<file path="config.mk">
export PLATFORM = sky130hd
export DESIGN_NAME = irq_msg_ctrl
export DESIGN_NICKNAME = d
export VERILOG_FILES = /design/src/rtl/irq_msg_pkg.sv /design/src/rtl/irq_capture.sv /design/src/rtl/irq_regfile.sv /design/src/rtl/irq_dispatch.sv /design/src/rtl/irq_msg_ctrl.sv
export SDC_FILE = /design/constraint.sdc
export NUM_CORES = 1
export LEC_CHECK = 0
export BUFFER_PORTS_ARGS = -buffer_cell sky130_fd_sc_hd__buf_2
export CELL_PAD_IN_SITES_DETAIL_PLACEMENT = 0
export CELL_PAD_IN_SITES_GLOBAL_PLACEMENT = 1
export CORE_ASPECT_RATIO = 0.75
export CORE_MARGIN = 2
export CORE_UTILIZATION = 29
export DETAILED_ROUTE_END_ITERATION = 7
export PLACE_DENSITY = 0.63
export SETUP_SLACK_MARGIN = 0.15
export SKIP_CTS_REPAIR_TIMING = 1
export SLEW_MARGIN = 30
export SYNTH_ARGS = -nofsm -noshare
export SYNTH_HDL_FRONTEND = slang
export SYNTH_SLANG_ARGS = --single-unit
export TNS_END_PERCENT = 100
</file>
<file path="constraint.sdc">
create_clock -name clk -period 2.5 [get_ports clk]
set_clock_uncertainty 0.15 [all_clocks]
set_input_delay 0.75 -clock clk [delete_from_list [all_inputs] [get_ports clk]]
set_output_delay 0.75 -clock clk [all_outputs]
set_load 0.02 [all_outputs]
</file>
<file path="src/rtl/irq_msg_pkg.sv">
package irq_msg_pkg;
  localparam int NSRC = 11;
  localparam int DW   = 32;
  localparam int AW   = 12;
  localparam int MLSB = 5;
  localparam logic [AW-1:0] OFS_MSG0 = 12'h004;
  localparam logic [AW-1:0] OFS_REQ0 = 12'h00C;
  localparam logic [AW-1:0] OFS_MSG1 = 12'h010;
  localparam logic [AW-1:0] OFS_REQ1 = 12'h014;
  localparam logic [AW-1:0] OFS_MASK = 12'h018;
  localparam logic [AW-1:0] OFS_PEND = 12'h01C;
  localparam logic [AW-1:0] OFS_CLS  = 12'h024;
  localparam logic [AW-1:0] OFS_LVL  = 12'h028;
endpackage

</file>
<file path="src/rtl/irq_capture.sv">
module irq_capture #(
  parameter int NSRC = 11
) (
  input  logic            clk,
  input  logic            rst_n,
  input  logic [NSRC-1:0] src_i,
  output logic [NSRC-1:0] lvl_o,
  output logic [NSRC-1:0] rise_o
);
  logic [NSRC-1:0] lvl_q;

  always_ff @(posedge clk) begin
    if (!rst_n) lvl_q <= '0;
    else        lvl_q <= src_i;
  end

  // a rise is a high input whose previous sample was low
  assign rise_o = src_i & ~lvl_q;
  assign lvl_o  = lvl_q;
endmodule

</file>
<file path="src/rtl/irq_regfile.sv">
module irq_regfile
  import irq_msg_pkg::*;
#(
  parameter int NSRC = 11,
  parameter int DW   = 32,
  parameter int AW   = 12
) (
  input  logic            clk,
  input  logic            rst_n,
  input  logic            we_i,
  input  logic            re_i,
  input  logic [AW-1:0]   addr_i,
  input  logic [DW-1:0]   wdata_i,
  output logic [DW-1:0]   rdata_o,
  input  logic [NSRC-1:0] lvl_i,
  input  logic [NSRC-1:0] rise_i,
  output logic [NSRC-1:0] mask_o,
  output logic [NSRC-1:0] class_o,
  output logic [DW-1:0]   msg0_o,
  output logic [DW-1:0]   msg1_o
);
  localparam int PADW = DW - NSRC;

  logic [NSRC-1:0] mask_q, class_q, pend_q, pend_n;
  logic [DW-1:0]   msg0_q, msg1_q, rdata_q, rd_mux;
  logic            pend_clr;

  assign pend_clr = (we_i || re_i) && (addr_i == OFS_PEND[AW-1:0]);

  always_comb begin
    pend_n = pend_q;
    if (pend_clr) pend_n = '0;
    pend_n = pend_n | rise_i;   // new edge wins over a clear
  end

  always_comb begin
    unique case (addr_i)
      OFS_MSG0[AW-1:0]: rd_mux = msg0_q;
      OFS_MSG1[AW-1:0]: rd_mux = msg1_q;
      OFS_REQ0[AW-1:0]: rd_mux = {{PADW{1'b0}}, lvl_i & mask_q & ~class_q};
      OFS_REQ1[AW-1:0]: rd_mux = {{PADW{1'b0}}, lvl_i & mask_q & class_q};
      OFS_MASK[AW-1:0]: rd_mux = {{PADW{1'b0}}, mask_q};
      OFS_PEND[AW-1:0]: rd_mux = {{PADW{1'b0}}, pend_q};
      OFS_CLS[AW-1:0]:  rd_mux = {{PADW{1'b0}}, class_q};
      OFS_LVL[AW-1:0]:  rd_mux = {{PADW{1'b0}}, lvl_i};
      default:          rd_mux = '0;
    endcase
  end

  always_ff @(posedge clk) begin
    if (!rst_n) begin
      mask_q  <= '0;
      class_q <= '0;
      msg0_q  <= '0;
      msg1_q  <= '0;
      pend_q  <= '0;
      rdata_q <= '0;
    end else begin
      pend_q <= pend_n;
      if (re_i) rdata_q <= rd_mux;
      if (we_i) begin
        unique case (addr_i)
          OFS_MSG0[AW-1:0]: msg0_q  <= wdata_i;
          OFS_MSG1[AW-1:0]: msg1_q  <= wdata_i;
          OFS_MASK[AW-1:0]: mask_q  <= wdata_i[NSRC-1:0];
          OFS_CLS[AW-1:0]:  class_q <= wdata_i[NSRC-1:0];
          default: ;
        endcase
      end
    end
  end

  assign rdata_o = rdata_q;
  assign mask_o  = mask_q;
  assign class_o = class_q;
  assign msg0_o  = msg0_q;
  assign msg1_o  = msg1_q;
endmodule

</file>
<file path="src/rtl/irq_dispatch.sv">
module irq_dispatch #(
  parameter int NSRC = 11,
  parameter int DW   = 32,
  parameter int MLSB = 5
) (
  input  logic            clk,
  input  logic            rst_n,
  input  logic [NSRC-1:0] arm_i,
  input  logic [NSRC-1:0] class_i,
  input  logic [DW-1:0]   msg0_i,
  input  logic [DW-1:0]   msg1_i,
  output logic            valid_o,
  input  logic            ready_i,
  output logic [DW-1:0]   addr_o,
  output logic [DW-1:0]   data_o
);
  logic [NSRC-1:0] q_q, q_lo, take;
  logic            slot_free, sel_hi;
  logic [DW-1:0]   word, addr_q, data_q;
  logic            valid_q;

  // lowest queued source, one-hot
  assign q_lo      = q_q & (~q_q + {{(NSRC-1){1'b0}}, 1'b1});
  assign slot_free = !valid_q || ready_i;
  assign take      = slot_free ? q_lo : '0;
  assign sel_hi    = |(q_lo & class_i);
  assign word      = sel_hi ? msg1_i : msg0_i;

  always_ff @(posedge clk) begin
    if (!rst_n) begin
      q_q     <= '0;
      valid_q <= 1'b0;
      addr_q  <= '0;
      data_q  <= '0;
    end else begin
      q_q <= (q_q & ~take) | arm_i;
      if (slot_free) begin
        valid_q <= |q_q;
        if (|q_q) begin
          addr_q <= {word[DW-1:MLSB], {MLSB{1'b0}}};
          data_q <= {{(DW-MLSB){1'b0}}, word[MLSB-1:0]};
        end
      end
    end
  end

  assign valid_o = valid_q;
  assign addr_o  = addr_q;
  assign data_o  = data_q;
endmodule

</file>
<file path="src/rtl/irq_msg_ctrl.sv">
module irq_msg_ctrl
  import irq_msg_pkg::*;
#(
  parameter int N_SRC  = NSRC,
  parameter int D_W    = DW,
  parameter int A_W    = AW,
  parameter int M_LSB  = MLSB
) (
  input  logic             clk,
  input  logic             rst_n,
  input  logic [N_SRC-1:0] src_lvl,
  input  logic             reg_we,
  input  logic             reg_re,
  input  logic [A_W-1:0]   reg_addr,
  input  logic [D_W-1:0]   reg_wdata,
  output logic [D_W-1:0]   reg_rdata,
  output logic             msg_valid,
  input  logic             msg_ready,
  output logic [D_W-1:0]   msg_addr,
  output logic [D_W-1:0]   msg_data
);
  logic [N_SRC-1:0] lvl_q, rise, mask, cls;
  logic [D_W-1:0]   msg0, msg1;

  irq_capture #(.NSRC(N_SRC)) u_cap (
    .clk(clk), .rst_n(rst_n), .src_i(src_lvl), .lvl_o(lvl_q), .rise_o(rise)
  );

  irq_regfile #(.NSRC(N_SRC), .DW(D_W), .AW(A_W)) u_regs (
    .clk(clk), .rst_n(rst_n), .we_i(reg_we), .re_i(reg_re), .addr_i(reg_addr),
    .wdata_i(reg_wdata), .rdata_o(reg_rdata), .lvl_i(lvl_q), .rise_i(rise),
    .mask_o(mask), .class_o(cls), .msg0_o(msg0), .msg1_o(msg1)
  );

  irq_dispatch #(.NSRC(N_SRC), .DW(D_W), .MLSB(M_LSB)) u_disp (
    .clk(clk), .rst_n(rst_n), .arm_i(rise & mask), .class_i(cls),
    .msg0_i(msg0), .msg1_i(msg1), .valid_o(msg_valid), .ready_i(msg_ready),
    .addr_o(msg_addr), .data_o(msg_data)
  );
endmodule

</file>
==> report_table.html <==
<table>
<tr><th>Metric</th><th>Value</th></tr>
<tr><th colspan="2">Status</th></tr>
<tr><td>Outcome</td><td>complete, no violations</td></tr>
<tr><th colspan="2">Final layout</th></tr>
<tr><td>Post-route design area</td><td>around 10000 µm²</td></tr>
<tr><td>Nets</td><td>between 1000 and 1500</td></tr>
<tr><td>Most frequent cells in the layout</td><td>nand2_1 (251), dfxtp_1 (184), buf_2 (123)</td></tr>
<tr><td>Share of layout cells above drive strength 1</td><td>between 20% and 30%</td></tr>
<tr><td>Synthesis-to-layout area growth</td><td>24.89%</td></tr>
<tr><td>Number of antenna repair diodes</td><td>0</td></tr>
<tr><td>Most common cell after layout, fill and taps aside</td><td>nand2_1</td></tr>
<tr><th colspan="2">Floorplan</th></tr>
<tr><td>X dimension of the die</td><td>approximately 200 µm</td></tr>
<tr><td>Top Ports</td><td>about 160</td></tr>
<tr><td>Die Footprint</td><td>28960 µm²</td></tr>
<tr><td>Die height</td><td>between 100 and 150 µm</td></tr>
<tr><td>Starting density of the core</td><td>between 20 and 30%</td></tr>
<tr><td>Total core area</td><td>27070 µm²</td></tr>
<tr><td>Standard-cell rows</td><td>52</td></tr>
<tr><th colspan="2">Power and ir drop</th></tr>
<tr><td>Pwr Total</td><td>6.120 mW</td></tr>
<tr><td>Max rail drop VDD</td><td>~440 µV</td></tr>
<tr><td>Standby leakage power</td><td>approximately 3.7 nW</td></tr>
<tr><td>Power per cell area</td><td>roughly 610 nW/µm²</td></tr>
<tr><th colspan="2">Global routing</th></tr>
<tr><td>Congestion Overflow GR</td><td>0</td></tr>
<tr><td>Wire length of the first global-routing pass</td><td>41.61 mm</td></tr>
<tr><td>Global Route Usage Sum</td><td>18.87%</td></tr>
<tr><td>Largest net degree at the start of global routing</td><td>43</td></tr>
<tr><td>Number of global-route vias before repair</td><td>just under 7000</td></tr>
<tr><td>Initial antenna violation count</td><td>1</td></tr>
<tr><th colspan="2">Route</th></tr>
<tr><td>Length of the first detailed-routing pass in iterations</td><td>5</td></tr>
<tr><td>Starting DRT DRC Count</td><td>623</td></tr>
<tr><td>Routed len/inst</td><td>19.02 µm</td></tr>
<tr><td>Detailed-route DRC error count</td><td>0</td></tr>
<tr><td>DR vias/cell</td><td>5.036</td></tr>
<tr><td>Post-detailed-route count of antenna-violating nets</td><td>0</td></tr>
<tr><td>Total number of vias</td><td>7388</td></tr>
<tr><td>Total Wirelength</td><td>around 28 mm</td></tr>
<tr><th colspan="2">Timing</th></tr>
<tr><td>Tmin final</td><td>about 2300 ps</td></tr>
<tr><td>Ratio of final minimum period to clock period</td><td>between 90% and 100%</td></tr>
<tr><td>Least-Margin Pin Slew</td><td>around 690 ps</td></tr>
<tr><td>Peak Freq</td><td>426.1 MHz</td></tr>
<tr><td>Post-layout worst setup margin</td><td>~150 ps</td></tr>
<tr><td>Worst hold slack after final layout</td><td>300.6 ps</td></tr>
<tr><td>Worst slew margin relative to its limit</td><td>between 50 and 60%</td></tr>
<tr><td>Number of endpoints with negative hold slack in the final report</td><td>0</td></tr>
<tr><td>Number of setup violations in the final report</td><td>0</td></tr>
<tr><td>Max Transition Viols Final</td><td>0</td></tr>
<tr><td>RSZ-0062 raised after global routing</td><td>yes</td></tr>
<tr><th colspan="2">Place</th></tr>
<tr><td>Placer congestion estimate</td><td>roughly 0.84</td></tr>
<tr><td>Cell area reported after detailed placement</td><td>9161 µm²</td></tr>
<tr><td>Estimated wirelength of the detail-placed design</td><td>between 15 and 20 mm</td></tr>
<tr><td>Worst slack after detailed placement</td><td>-322.8 ps</td></tr>
<tr><td>Port-buffer cells</td><td>124</td></tr>
<tr><th colspan="2">Critical path</th></tr>
<tr><td>Crit path arrival time</td><td>2570 ps</td></tr>
<tr><td>Required time of the worst setup path</td><td>about 2700 ps</td></tr>
<tr><td>Category of the most critical setup path</td><td>in2reg</td></tr>
<tr><td>Largest fanout of any net on the critical path</td><td>4</td></tr>
<tr><td>Nature of the critical path endpoint</td><td>flip-flop</td></tr>
<tr><td>Crit path launch type</td><td>input port</td></tr>
<tr><th colspan="2">Clocking</th></tr>
<tr><td>Clock root cell</td><td>clkbuf_16</td></tr>
<tr><td>TritonCTS clock tree</td><td>built</td></tr>
<tr><td>Total clock buffers created by CTS</td><td>17</td></tr>
<tr><td>Number of levels the H-tree was split into</td><td>4</td></tr>
<tr><td>Sink Count</td><td>around 180</td></tr>
<tr><td>Clock latency on the worst-skew pair</td><td>440 ps</td></tr>
<tr><td>Clock Tree Buf Depth</td><td>2</td></tr>
<tr><td>Post-CTS clock slew at the launch and capture registers of the worst setup and hold paths</td><td>70 ps</td></tr>
<tr><th colspan="2">Yosys</th></tr>
<tr><td>Netlist cell types</td><td>between 40 and 50</td></tr>
<tr><td>Flop and latch count out of synthesis</td><td>184</td></tr>
<tr><td>Mean Syn Cell Area</td><td>~8 µm²</td></tr>
<tr><td>Cell Area, Synth</td><td>approximately 8000 µm²</td></tr>
<tr><td>Count of yosys warnings during synthesis</td><td>0</td></tr>
<tr><td>Number of instances in the synthesized netlist</td><td>985</td></tr>
<tr><td>Part of the Yosys area used for sequential elements</td><td>between 40 and 50%</td></tr>
<tr><th colspan="2">Flow run</th></tr>
<tr><td>Number of max-cap violations</td><td>0</td></tr>
<tr><th colspan="2">Hold path</th></tr>
<tr><td>Type of the most critical hold path</td><td>reg2reg</td></tr>
</table>
-- through the flow --
step | cells | utilization, % | setup TNS [ps]
finish | 1467 | 36.93 | 0
global route | 1467 | 36.93 | 0
CTS | 1459 | 36.12 | 0
detailed placement | 1427 | 33.85 | -30180
global placement | 1427 | 33.85 | -30470
floorplan | 1016 | - | -5328
-- worst paths after layout --
path	start	endpoint	slack, ps	cells after the start
hold / removal	u_regs.rdata_o[24]$_SDFFE_PN0P_	u_regs.rdata_o[24]$_SDFFE_PN0P_	300	2
hold reg to reg	u_regs.rdata_o[24]$_SDFFE_PN0P_	u_regs.rdata_o[24]$_SDFFE_PN0P_	300	2
setup reg to reg	u_disp.q_q[6]$_SDFF_PN0_	u_disp.addr_o[19]$_SDFFE_PN0P_	220	6
setup / recovery	reg_addr[8]	u_regs.rdata_o[26]$_SDFFE_PN0P_	150	8
-- layer usage --
| layer | GRT usage [%] | vias to the layer above | wire length [µm] |
|---|---|---|---|
| met5 | 0 | - | 13 |
| met4 | 4.773 | 2 | 299 |
| met3 | 3.742 | 19 | 1365 |
| met2 | 27.19 | 193 | 11680 |
| met1 | 28.49 | 3567 | 14550 |
| li1 | - | 3607 | - |
-- registers in the layout (all words and copies together) (netlist names) --
name	cells
u_cap.lvl_o	11
u_disp.addr_o	27
u_disp.data_o	5
u_disp.q_q	11
u_disp.valid_o	1
u_regs.class_o	11
u_regs.mask_o	11
u_regs.msg0_o	32
u_regs.msg1_o	32
u_regs.pend_q	11
u_regs.rdata_o	32
-- synthesized netlist by cell type, drive strengths merged --
library cell / instances / area, µm²
nand3: 9 / 45.04
a21oi: 99 / 495.5
clkbuf: 58 / 217.7
or2: 4 / 25.02
mux2i: 15 / 150.1
a31oi: 7 / 43.79
xor2: 1 / 8.760
a22oi: 48 / 360.4
nor3: 9 / 50.05
a2bb2oi: 3 / 26.28
inv: 2 / 7.510
nand2b: 3 / 18.77
conb: 1 / 3.750
a32oi: 3 / 26.28
nand2: 251 / 942.2
nor2b: 17 / 106.4
o22a: 3 / 26.28
and2: 28 / 175.2
and3: 4 / 25.02
xnor2: 11 / 96.34
or3: 4 / 30.03
o211ai: 34 / 255.2
dfxtp: 184 / 3684
a221oi: 1 / 8.760
or4b: 1 / 10.01
nand3b: 4 / 30.03
a21boi: 1 / 7.510
or3b: 1 / 8.760
nor2: 31 / 116.4
a41oi: 1 / 8.760
nand4: 37 / 231.5
buf: 49 / 344.1
o21ai: 34 / 170.2
mux2: 10 / 112.6
o31ai: 3 / 22.52
o22ai: 7 / 43.79
a41o: 1 / 10.01
o221ai: 1 / 8.760
or4: 1 / 11.26
nor4: 3 / 31.28
a211o: 1 / 8.760
-- cell families after synthesis --
group                  after synthesis  synth area share [%]
flip-flops                         184                 46.02
AO/OA/AOI/OAI                      247                 19.02
AND/OR/NAND/NOR                    407                 23.20
other                                1               0.04685
multiplexers                        25                 3.283
XOR/XNOR                            12                 1.313
buffers and inverters              109                 7.113
-- power breakdown --
part / internal (mW) / switching [mW]
Combinational: 0.105 / 0.218
Sequential: 2.95 / 0.0185
Clock: 1.56 / 1.27
-- critical path: stages --
cell       delay (ps)
buf_6              90
or4_4             570
or3_4             390
nor3_4            230
buf_6             170
clkbuf_16         150
a22oi_2           100
o21ai_1           120
-- area by class of cell --
cell class                      instances  area, µm²
Clock buffer                           19      452.9
Clock inverter                         13      161.4
Fill cell                            2850      17070
Inverter                                2      8.758
Multi-Input combinational cell        723       4008
Sequential cell                       184       3684
Tap cell                              351      439.2
Timing Repair Buffer                  175       1242
(Power assumes the default switching activity.)
